--- config.mk ---
export PLATFORM = sky130hd
export DESIGN_NAME = pin_cfg_bank
export DESIGN_NICKNAME = d
export VERILOG_FILES = /design/src/rtl/pcb_pkg.sv /design/src/rtl/pcb_sync.sv /design/src/rtl/pcb_cfg_store.sv /design/src/rtl/pcb_out_latch.sv /design/src/rtl/pin_cfg_bank.sv
export SDC_FILE = /design/constraint.sdc
export NUM_CORES = 2
export LEC_CHECK = 0
export ABC_AREA = 0
export BUFFER_PORTS_ARGS = -buffer_cell sky130_fd_sc_hd__buf_2
export CAP_MARGIN = 10
export CORE_AREA = 10 10 271 221
export CTS_BUF_LIST = sky130_fd_sc_hd__clkbuf_8
export DETAILED_ROUTE_END_ITERATION = 16
export DIE_AREA = 0 0 281 231
export PLACE_DENSITY_LB_ADDON = 0.3
export SLEW_MARGIN = 30
export SYNTH_ARGS = -nofsm -noshare
export SYNTH_HDL_FRONTEND = slang
export SYNTH_SLANG_ARGS = --single-unit
--- constraint.sdc ---
create_clock -name clk -period 2.03 [get_ports clk]
set_input_delay 0.203 -clock clk [delete_from_list [all_inputs] [get_ports clk]]
set_output_delay 0.203 -clock clk [all_outputs]
set_load 0.02 [all_outputs]
--- src/rtl/pcb_pkg.sv ---
package pcb_pkg;

  localparam int DW = 32;
  localparam int AW = 6;

  localparam logic [AW-1:0] A_SEL  = 6'h00;
  localparam logic [AW-1:0] A_CFG  = 6'h04;
  localparam logic [AW-1:0] A_PDAT = 6'h08;
  localparam logic [AW-1:0] A_LOCK = 6'h0C;
  localparam logic [AW-1:0] A_SET  = 6'h10;
  localparam logic [AW-1:0] A_CLR  = 6'h14;
  localparam logic [AW-1:0] A_OUT  = 6'h18;

  // Bit positions of the configuration word
  localparam int B_FUNC  = 0;
  localparam int B_DIR   = 8;
  localparam int B_PU    = 9;
  localparam int B_PD    = 10;
  localparam int B_FILT  = 12;
  localparam int B_SLOW  = 13;
  localparam int B_OD    = 14;
  localparam int B_SCHM  = 15;
  localparam int B_DRIVE = 16;
  localparam int B_EVSEL = 24;

  typedef struct packed {
    logic [2:0] evsel;
    logic [1:0] drive;
    logic       schmitt;
    logic       od;
    logic       slow;
    logic       filt;
    logic       pd;
    logic       pu;
    logic       dir;
    logic [2:0] func;
  } line_cfg_t;

  function automatic line_cfg_t word_to_cfg(input logic [DW-1:0] w);
    line_cfg_t c;
    c.func    = w[B_FUNC +: 3];
    c.dir     = w[B_DIR];
    c.pu      = w[B_PU];
    c.pd      = w[B_PD];
    c.filt    = w[B_FILT];
    c.slow    = w[B_SLOW];
    c.od      = w[B_OD];
    c.schmitt = w[B_SCHM];
    c.drive   = w[B_DRIVE +: 2];
    c.evsel   = w[B_EVSEL +: 3];
    return c;
  endfunction

  function automatic logic [DW-1:0] cfg_to_word(input line_cfg_t c);
    logic [DW-1:0] w;
    w = '0;
    w[B_FUNC +: 3]  = c.func;
    w[B_DIR]        = c.dir;
    w[B_PU]         = c.pu;
    w[B_PD]         = c.pd;
    w[B_FILT]       = c.filt;
    w[B_SLOW]       = c.slow;
    w[B_OD]         = c.od;
    w[B_SCHM]       = c.schmitt;
    w[B_DRIVE +: 2] = c.drive;
    w[B_EVSEL +: 3] = c.evsel;
    return w;
  endfunction

endpackage

--- src/rtl/pcb_sync.sv ---
module pcb_sync #(
  parameter int W      = 32,
  parameter int STAGES = 2
) (
  input  logic         clk,
  input  logic         rst,
  input  logic [W-1:0] d,
  output logic [W-1:0] q
);

  logic [W-1:0] st [STAGES];

  always_ff @(posedge clk) begin
    if (rst) begin
      for (int k = 0; k < STAGES; k++) st[k] <= '0;
    end else begin
      st[0] <= d;
      for (int k = 1; k < STAGES; k++) st[k] <= st[k-1];
    end
  end

  assign q = st[STAGES-1];

endmodule

--- src/rtl/pcb_cfg_store.sv ---
module pcb_cfg_store
  import pcb_pkg::*;
#(
  parameter int LINES = 32
) (
  input  logic               clk,
  input  logic               rst,
  input  logic               wr_en,
  input  logic [LINES-1:0]   sel,
  input  line_cfg_t          wcfg,
  output logic [DW-1:0]      rd_word,
  output logic [LINES-1:0]   o_dir,
  output logic [LINES-1:0]   o_pu,
  output logic [LINES-1:0]   o_pd,
  output logic [LINES-1:0]   o_filt,
  output logic [LINES-1:0]   o_slow,
  output logic [LINES-1:0]   o_od,
  output logic [LINES-1:0]   o_schmitt,
  output logic [2*LINES-1:0] o_drive,
  output logic [3*LINES-1:0] o_func,
  output logic [3*LINES-1:0] o_evsel
);

  line_cfg_t [LINES-1:0] cfg_q;
  line_cfg_t             rd_cfg;

  always_ff @(posedge clk) begin
    if (rst) begin
      cfg_q <= '0;
    end else if (wr_en) begin
      for (int n = 0; n < LINES; n++)
        if (sel[n]) cfg_q[n] <= wcfg;
    end
  end

  // Lowest selected line wins: scan downward, last hit is the lowest
  always_comb begin
    rd_cfg = '0;
    for (int n = LINES - 1; n >= 0; n--)
      if (sel[n]) rd_cfg = cfg_q[n];
  end

  assign rd_word = cfg_to_word(rd_cfg);

  for (genvar g = 0; g < LINES; g++) begin : g_line
    assign o_dir[g]         = cfg_q[g].dir;
    assign o_pu[g]          = cfg_q[g].pu;
    assign o_pd[g]          = cfg_q[g].pd;
    assign o_filt[g]        = cfg_q[g].filt;
    assign o_slow[g]        = cfg_q[g].slow;
    assign o_od[g]          = cfg_q[g].od;
    assign o_schmitt[g]     = cfg_q[g].schmitt;
    assign o_drive[2*g +: 2] = cfg_q[g].drive;
    assign o_func[3*g +: 3]  = cfg_q[g].func;
    assign o_evsel[3*g +: 3] = cfg_q[g].evsel;
  end

endmodule

--- src/rtl/pcb_out_latch.sv ---
module pcb_out_latch #(
  parameter int LINES = 32
) (
  input  logic             clk,
  input  logic             rst,
  input  logic             set_en,
  input  logic             clr_en,
  input  logic [LINES-1:0] bits,
  output logic [LINES-1:0] q
);

  logic [LINES-1:0] set_m;
  logic [LINES-1:0] clr_m;

  assign set_m = set_en ? bits : '0;
  assign clr_m = clr_en ? bits : '0;

  always_ff @(posedge clk) begin
    if (rst) q <= '0;
    else     q <= (q | set_m) & ~clr_m;
  end

endmodule

--- src/rtl/pin_cfg_bank.sv ---
module pin_cfg_bank
  import pcb_pkg::*;
#(
  parameter int LINES = 32
) (
  input  logic               clk,
  input  logic               rst,
  input  logic [AW-1:0]      bus_addr,
  input  logic               bus_wr,
  input  logic [DW-1:0]      bus_wdata,
  output logic [DW-1:0]      bus_rdata,
  input  logic [LINES-1:0]   pin_in,
  output logic [LINES-1:0]   pad_out,
  output logic [LINES-1:0]   pad_dir,
  output logic [LINES-1:0]   pad_pu,
  output logic [LINES-1:0]   pad_pd,
  output logic [LINES-1:0]   pad_filt,
  output logic [LINES-1:0]   pad_filt_slow,
  output logic [LINES-1:0]   pad_od,
  output logic [LINES-1:0]   pad_schmitt,
  output logic [2*LINES-1:0] pad_drive,
  output logic [3*LINES-1:0] pad_func,
  output logic [3*LINES-1:0] pad_evsel
);

  localparam int SYNC_STAGES = 2;

  logic [LINES-1:0] mask_q;
  logic [LINES-1:0] pin_s;
  logic [DW-1:0]    cfg_rd;
  logic [DW-1:0]    pin_ext;
  logic [DW-1:0]    out_ext;
  logic [DW-1:0]    sel_ext;
  logic [DW-1:0]    rdata_q;

  logic wr_sel, wr_cfg, wr_set, wr_clr;

  assign wr_sel = bus_wr && (bus_addr == A_SEL);
  assign wr_cfg = bus_wr && (bus_addr == A_CFG);
  assign wr_set = bus_wr && (bus_addr == A_SET);
  assign wr_clr = bus_wr && (bus_addr == A_CLR);

  always_ff @(posedge clk) begin
    if (rst)         mask_q <= '0;
    else if (wr_sel) mask_q <= bus_wdata[LINES-1:0];
  end

  pcb_cfg_store #(.LINES(LINES)) u_store (
    .clk       (clk),
    .rst       (rst),
    .wr_en     (wr_cfg),
    .sel       (mask_q),
    .wcfg      (word_to_cfg(bus_wdata)),
    .rd_word   (cfg_rd),
    .o_dir     (pad_dir),
    .o_pu      (pad_pu),
    .o_pd      (pad_pd),
    .o_filt    (pad_filt),
    .o_slow    (pad_filt_slow),
    .o_od      (pad_od),
    .o_schmitt (pad_schmitt),
    .o_drive   (pad_drive),
    .o_func    (pad_func),
    .o_evsel   (pad_evsel)
  );

  pcb_out_latch #(.LINES(LINES)) u_out (
    .clk    (clk),
    .rst    (rst),
    .set_en (wr_set),
    .clr_en (wr_clr),
    .bits   (bus_wdata[LINES-1:0]),
    .q      (pad_out)
  );

  pcb_sync #(.W(LINES), .STAGES(SYNC_STAGES)) u_sync (
    .clk (clk),
    .rst (rst),
    .d   (pin_in),
    .q   (pin_s)
  );

  always_comb begin
    pin_ext = '0;
    pin_ext[LINES-1:0] = pin_s;
    out_ext = '0;
    out_ext[LINES-1:0] = pad_out;
    sel_ext = '0;
    sel_ext[LINES-1:0] = mask_q;
  end

  always_ff @(posedge clk) begin
    if (rst) begin
      rdata_q <= '0;
    end else begin
      case (bus_addr)
        A_SEL:   rdata_q <= sel_ext;
        A_CFG:   rdata_q <= cfg_rd;
        A_PDAT:  rdata_q <= pin_ext;
        A_OUT:   rdata_q <= out_ext;
        default: rdata_q <= '0;
      endcase
    end
  end

  assign bus_rdata = rdata_q;

endmodule

==> reports/metrics.yaml <==
synth.cell_area_mm2: 0.0269
async_flop_share_pct: 0
synth-main-ff-cell: "dfxtp_1"
area_growth_pct: 34.8
numPortBuffers: 616
rows: 77
vias: 31400
maxCapViolCount: 0
cts_made_buffers: 99
vias_per_cell: 6.26
grt_max_degree: 219
synth_area_per_cell_um2: 7.80
hp-start: "bus_addr[4]"
power_density_mw_per_mm2: 705
finClkSkew_ns: 0.0283
violations: "setup timing"
drt_iter0_drc: 4877
leakage_nw: 14.9
fin_crit_sh_pct: 104
tightest_slew_ns: 1.11
synth_cells: 3451
rsz0062_at_grt: "yes"
yosysWarnings: 0
grt_pass1_wl_um: 191000
finalCriticalPeriod_ns: 2.11
n_antenna_cell: 0
hold_viol_final: 0
setup_slack_ns: -0.0788
cts_tree: "yes"
hold_path_class: "primary input to flop"
clkLatencyLatePin_ns: 0.72
synth_compound_area_share_pct: 21.1
clock_power_share_pct: 45.6
combPwrFrac_pct: 4.9
post_synth_num_cell_types: 50
post-dp-hpwl_um: 95700
finalPower_w: 0.0256
synth-xor-area-share_pct: 0
synthMuxAreaShare_pct: 1.34
synth_nets: 3524
synthSimpleGateAreaFrac_pct: 24.2
antenna_found_initial: 8
post_route_cells_drive_above_1_share_pct: 30.0
p_sw_w: 0.00631
startpoint: "mask_q[5]$_SDFFE_PP0P_"
grt_pass1_vias: 28500
die_area_mm2: 0.0649
worstSetupPathType: "flop to flop"
synth_adder_area_share_pct: 0
io_pins: 617
setup_viol: 10
synth-seq-cells: 640
critPathCaptureType: "flop"
wl_um: 134000
outcome: "finished, violations left"
nFillCells: 4587
cts_htree_levels: 3
vdd_drop_max_v: 0.000627
maxSlewHeadroom_pct: 26.0
ant_nets: 0
cts_root_buf: "clkbuf_8"
synth_top_family_by_area: "simple AND/OR/NAND/NOR gates"
synth_edf_count: 0
cp_max_fo: 8
drc: 0
drt_pass1_iterations: 9
fmax_mhz: 474
routedWlPerCell_um: 26.8
gp_congestion: 1.05
ys_seq_area_share_pct: 47.6
die_x_um: 281
place_area_mm2: 0.0324
grt_usage_pct: 38.7
finalSetupTns_ns: -0.379
switching_share_pct: 24.7
final_area_mm2: 0.0363
grt-ovfl-total: 0
cts.sinks: 640
p_int_w: 0.0193
core_mm2: 0.0546
nNetsFinal: 4292
cts_buffer_depth: 3
start_kind: "flop"
slew_viol_final: 0
dieHeight_um: 231
holdWs_ns: 0.186
p_seq_share_pct: 49.5
clk_pin_slew_worst_paths_ns: 0.07
r2r-start: "mask_q[5]$_SDFFE_PP0P_"
critPathRequiredTime_ns: 2.62
initial_core_util_pct: 49.3
crit_arrival_ns: 2.70
[metal layers]
metal	vias to the layer above	global-route usage, %	share of wire, %
met4	8	19.0	5.8
li1	13600	-	-
met3	506	12.6	14
met1	14800	49.4	37
met2	2382	58.1	43
met5	-	0	0.042
[cell type report]
class                           instances  area (um2)  share of cell area (%)
Tap cell                              711         890                    2.45
Clock inverter                         50         304                   0.838
Multi-Input combinational cell       2426       13400                    36.9
Clock buffer                          133        1830                    5.05
Sequential cell                       640       12800                    35.4
Timing Repair Buffer                 1035        6950                    19.2
Inverter                               15        67.6                   0.186
Timing Repair inverter                  2        15.0                  0.0414
[state kept, by name (all words and copies together), names as in the netlist, 64 cells and up]
name             cells
u_store.o_evsel     96
u_store.o_drive     64
u_sync.st           64
u_store.o_func      96
[cell usage in the layout, fill, tap and decap left out, types with 6 or more instances in the layout]
| cell type | n |
|---|---|
| nor3_2 | 11 |
| a222oi_1 | 15 |
| dlygate4sd3_1 | 70 |
| o31a_1 | 19 |
| a22oi_1 | 32 |
| a21oi_1 | 577 |
| o22ai_2 | 9 |
| nor3_1 | 28 |
| o22ai_1 | 82 |
| a221oi_4 | 6 |
| mux2_2 | 32 |
| o21ai_2 | 6 |
| o211ai_1 | 8 |
| o21ai_1 | 10 |
| nand2_1 | 691 |
| nand3b_1 | 13 |
| a221oi_1 | 26 |
| nor2b_1 | 104 |
| dfxtp_1 | 630 |
| buf_12 | 39 |
| a41o_1 | 15 |
| buf_2 | 615 |
| o31ai_1 | 6 |
| a2111oi_2 | 11 |
| o21ai_0 | 49 |
| nor4_1 | 8 |
| buf_6 | 9 |
| buf_4 | 300 |
| nand2b_1 | 11 |
| clkinv_2 | 9 |
| dfxtp_2 | 7 |
| a221oi_2 | 23 |
| clkinvlp_4 | 10 |
| o22ai_4 | 9 |
| nor2_1 | 100 |
| nand3_1 | 428 |
| a221o_1 | 9 |
| clkbuf_8 | 133 |
| inv_1 | 42 |
| o32ai_1 | 6 |
[critical path, cell delays in order (launching register included)]
cell and delay [ns]:
dfxtp_4 0.36, or3b_4 0.48, buf_6 0.16, o22ai_4 0.16, nor3_2 0.08, a2111oi_4 0.36
o32ai_2 0.16, a41o_1 0.22
[worst paths after layout]
check,end,slack [ns],cells after the start
max,bus_rdata[15]$_SDFF_PP0_,-0.08,7
min,bus_rdata[7]$_SDFF_PP0_,0.19,5
min reg2reg,u_sync.st[0][56]$_SDFF_PP0_,0.43,1
max reg2reg,bus_rdata[15]$_SDFF_PP0_,-0.08,7
[through the flow]
step | setup slack [ns] | std cells | utilization [%]
2_1_floorplan | 0.106 | 3451 | -
3_3_place_gp | -0.479 | 4739 | 59.3
3_5_place_dp | -0.468 | 4739 | 59.3
4_1_cts | -0.0314 | 5002 | 65.4
5_1_grt | -0.139 | 5012 | 66.4
6_report | -0.0788 | 5012 | 66.4
[synth_stat cells, drive strengths merged, types with 13 or more instances]
cell / number / area share [%]
a2111oi: 15 / 0.60
a21oi: 579 / 11
a221oi: 55 / 1.8
a222oi: 15 / 0.56
a22oi: 32 / 0.89
a41o: 15 / 0.56
buf: 84 / 1.5
clkbuf: 286 / 4.0
dfxtp: 640 / 48
inv: 13 / 0.18
mux2: 32 / 1.3
nand2: 692 / 9.7
nand2b: 13 / 0.30
nand3: 430 / 8.0
nand3b: 13 / 0.36
nor2: 104 / 1.5
nor2b: 110 / 2.6
nor3: 42 / 0.80
o21ai: 65 / 1.2
o22ai: 100 / 2.4
o31a: 19 / 0.62
[timing repair]
action | 4_1_cts | 5_1_grt
hold buffers | 74 | 0
gates resized for setup | 92 | 98
cloned | 0 | 3
pin swaps | 21 | 20
buffers inserted | 6 | 11
setup endpoints to repair | 15 | 21
hold endpoints to repair | 229 | 0
[power by group through the flow]
stage / Combinational (W) / Clock [W] / Sequential [W]
floorplan: 0.000523 / 0 / 0.0129
global placement: 0.00106 / 0 / 0.0129
detailed placement: 0.00106 / 0 / 0.0129
CTS: 0.00117 / 0.0116 / 0.0126
global route: 0.00127 / 0.0122 / 0.0126
finish: 0.00125 / 0.0117 / 0.0126
[cell families (layout without fill, tap and decap cells)]
family	after synthesis	after routing
AND/OR/NAND/NOR	1444	1444
AO/OA/AOI/OAI	950	950
flip-flops	640	640
buffers and inverters	385	1235
multiplexers	32	32
Note: power is estimated with default switching activity, not from simulation.
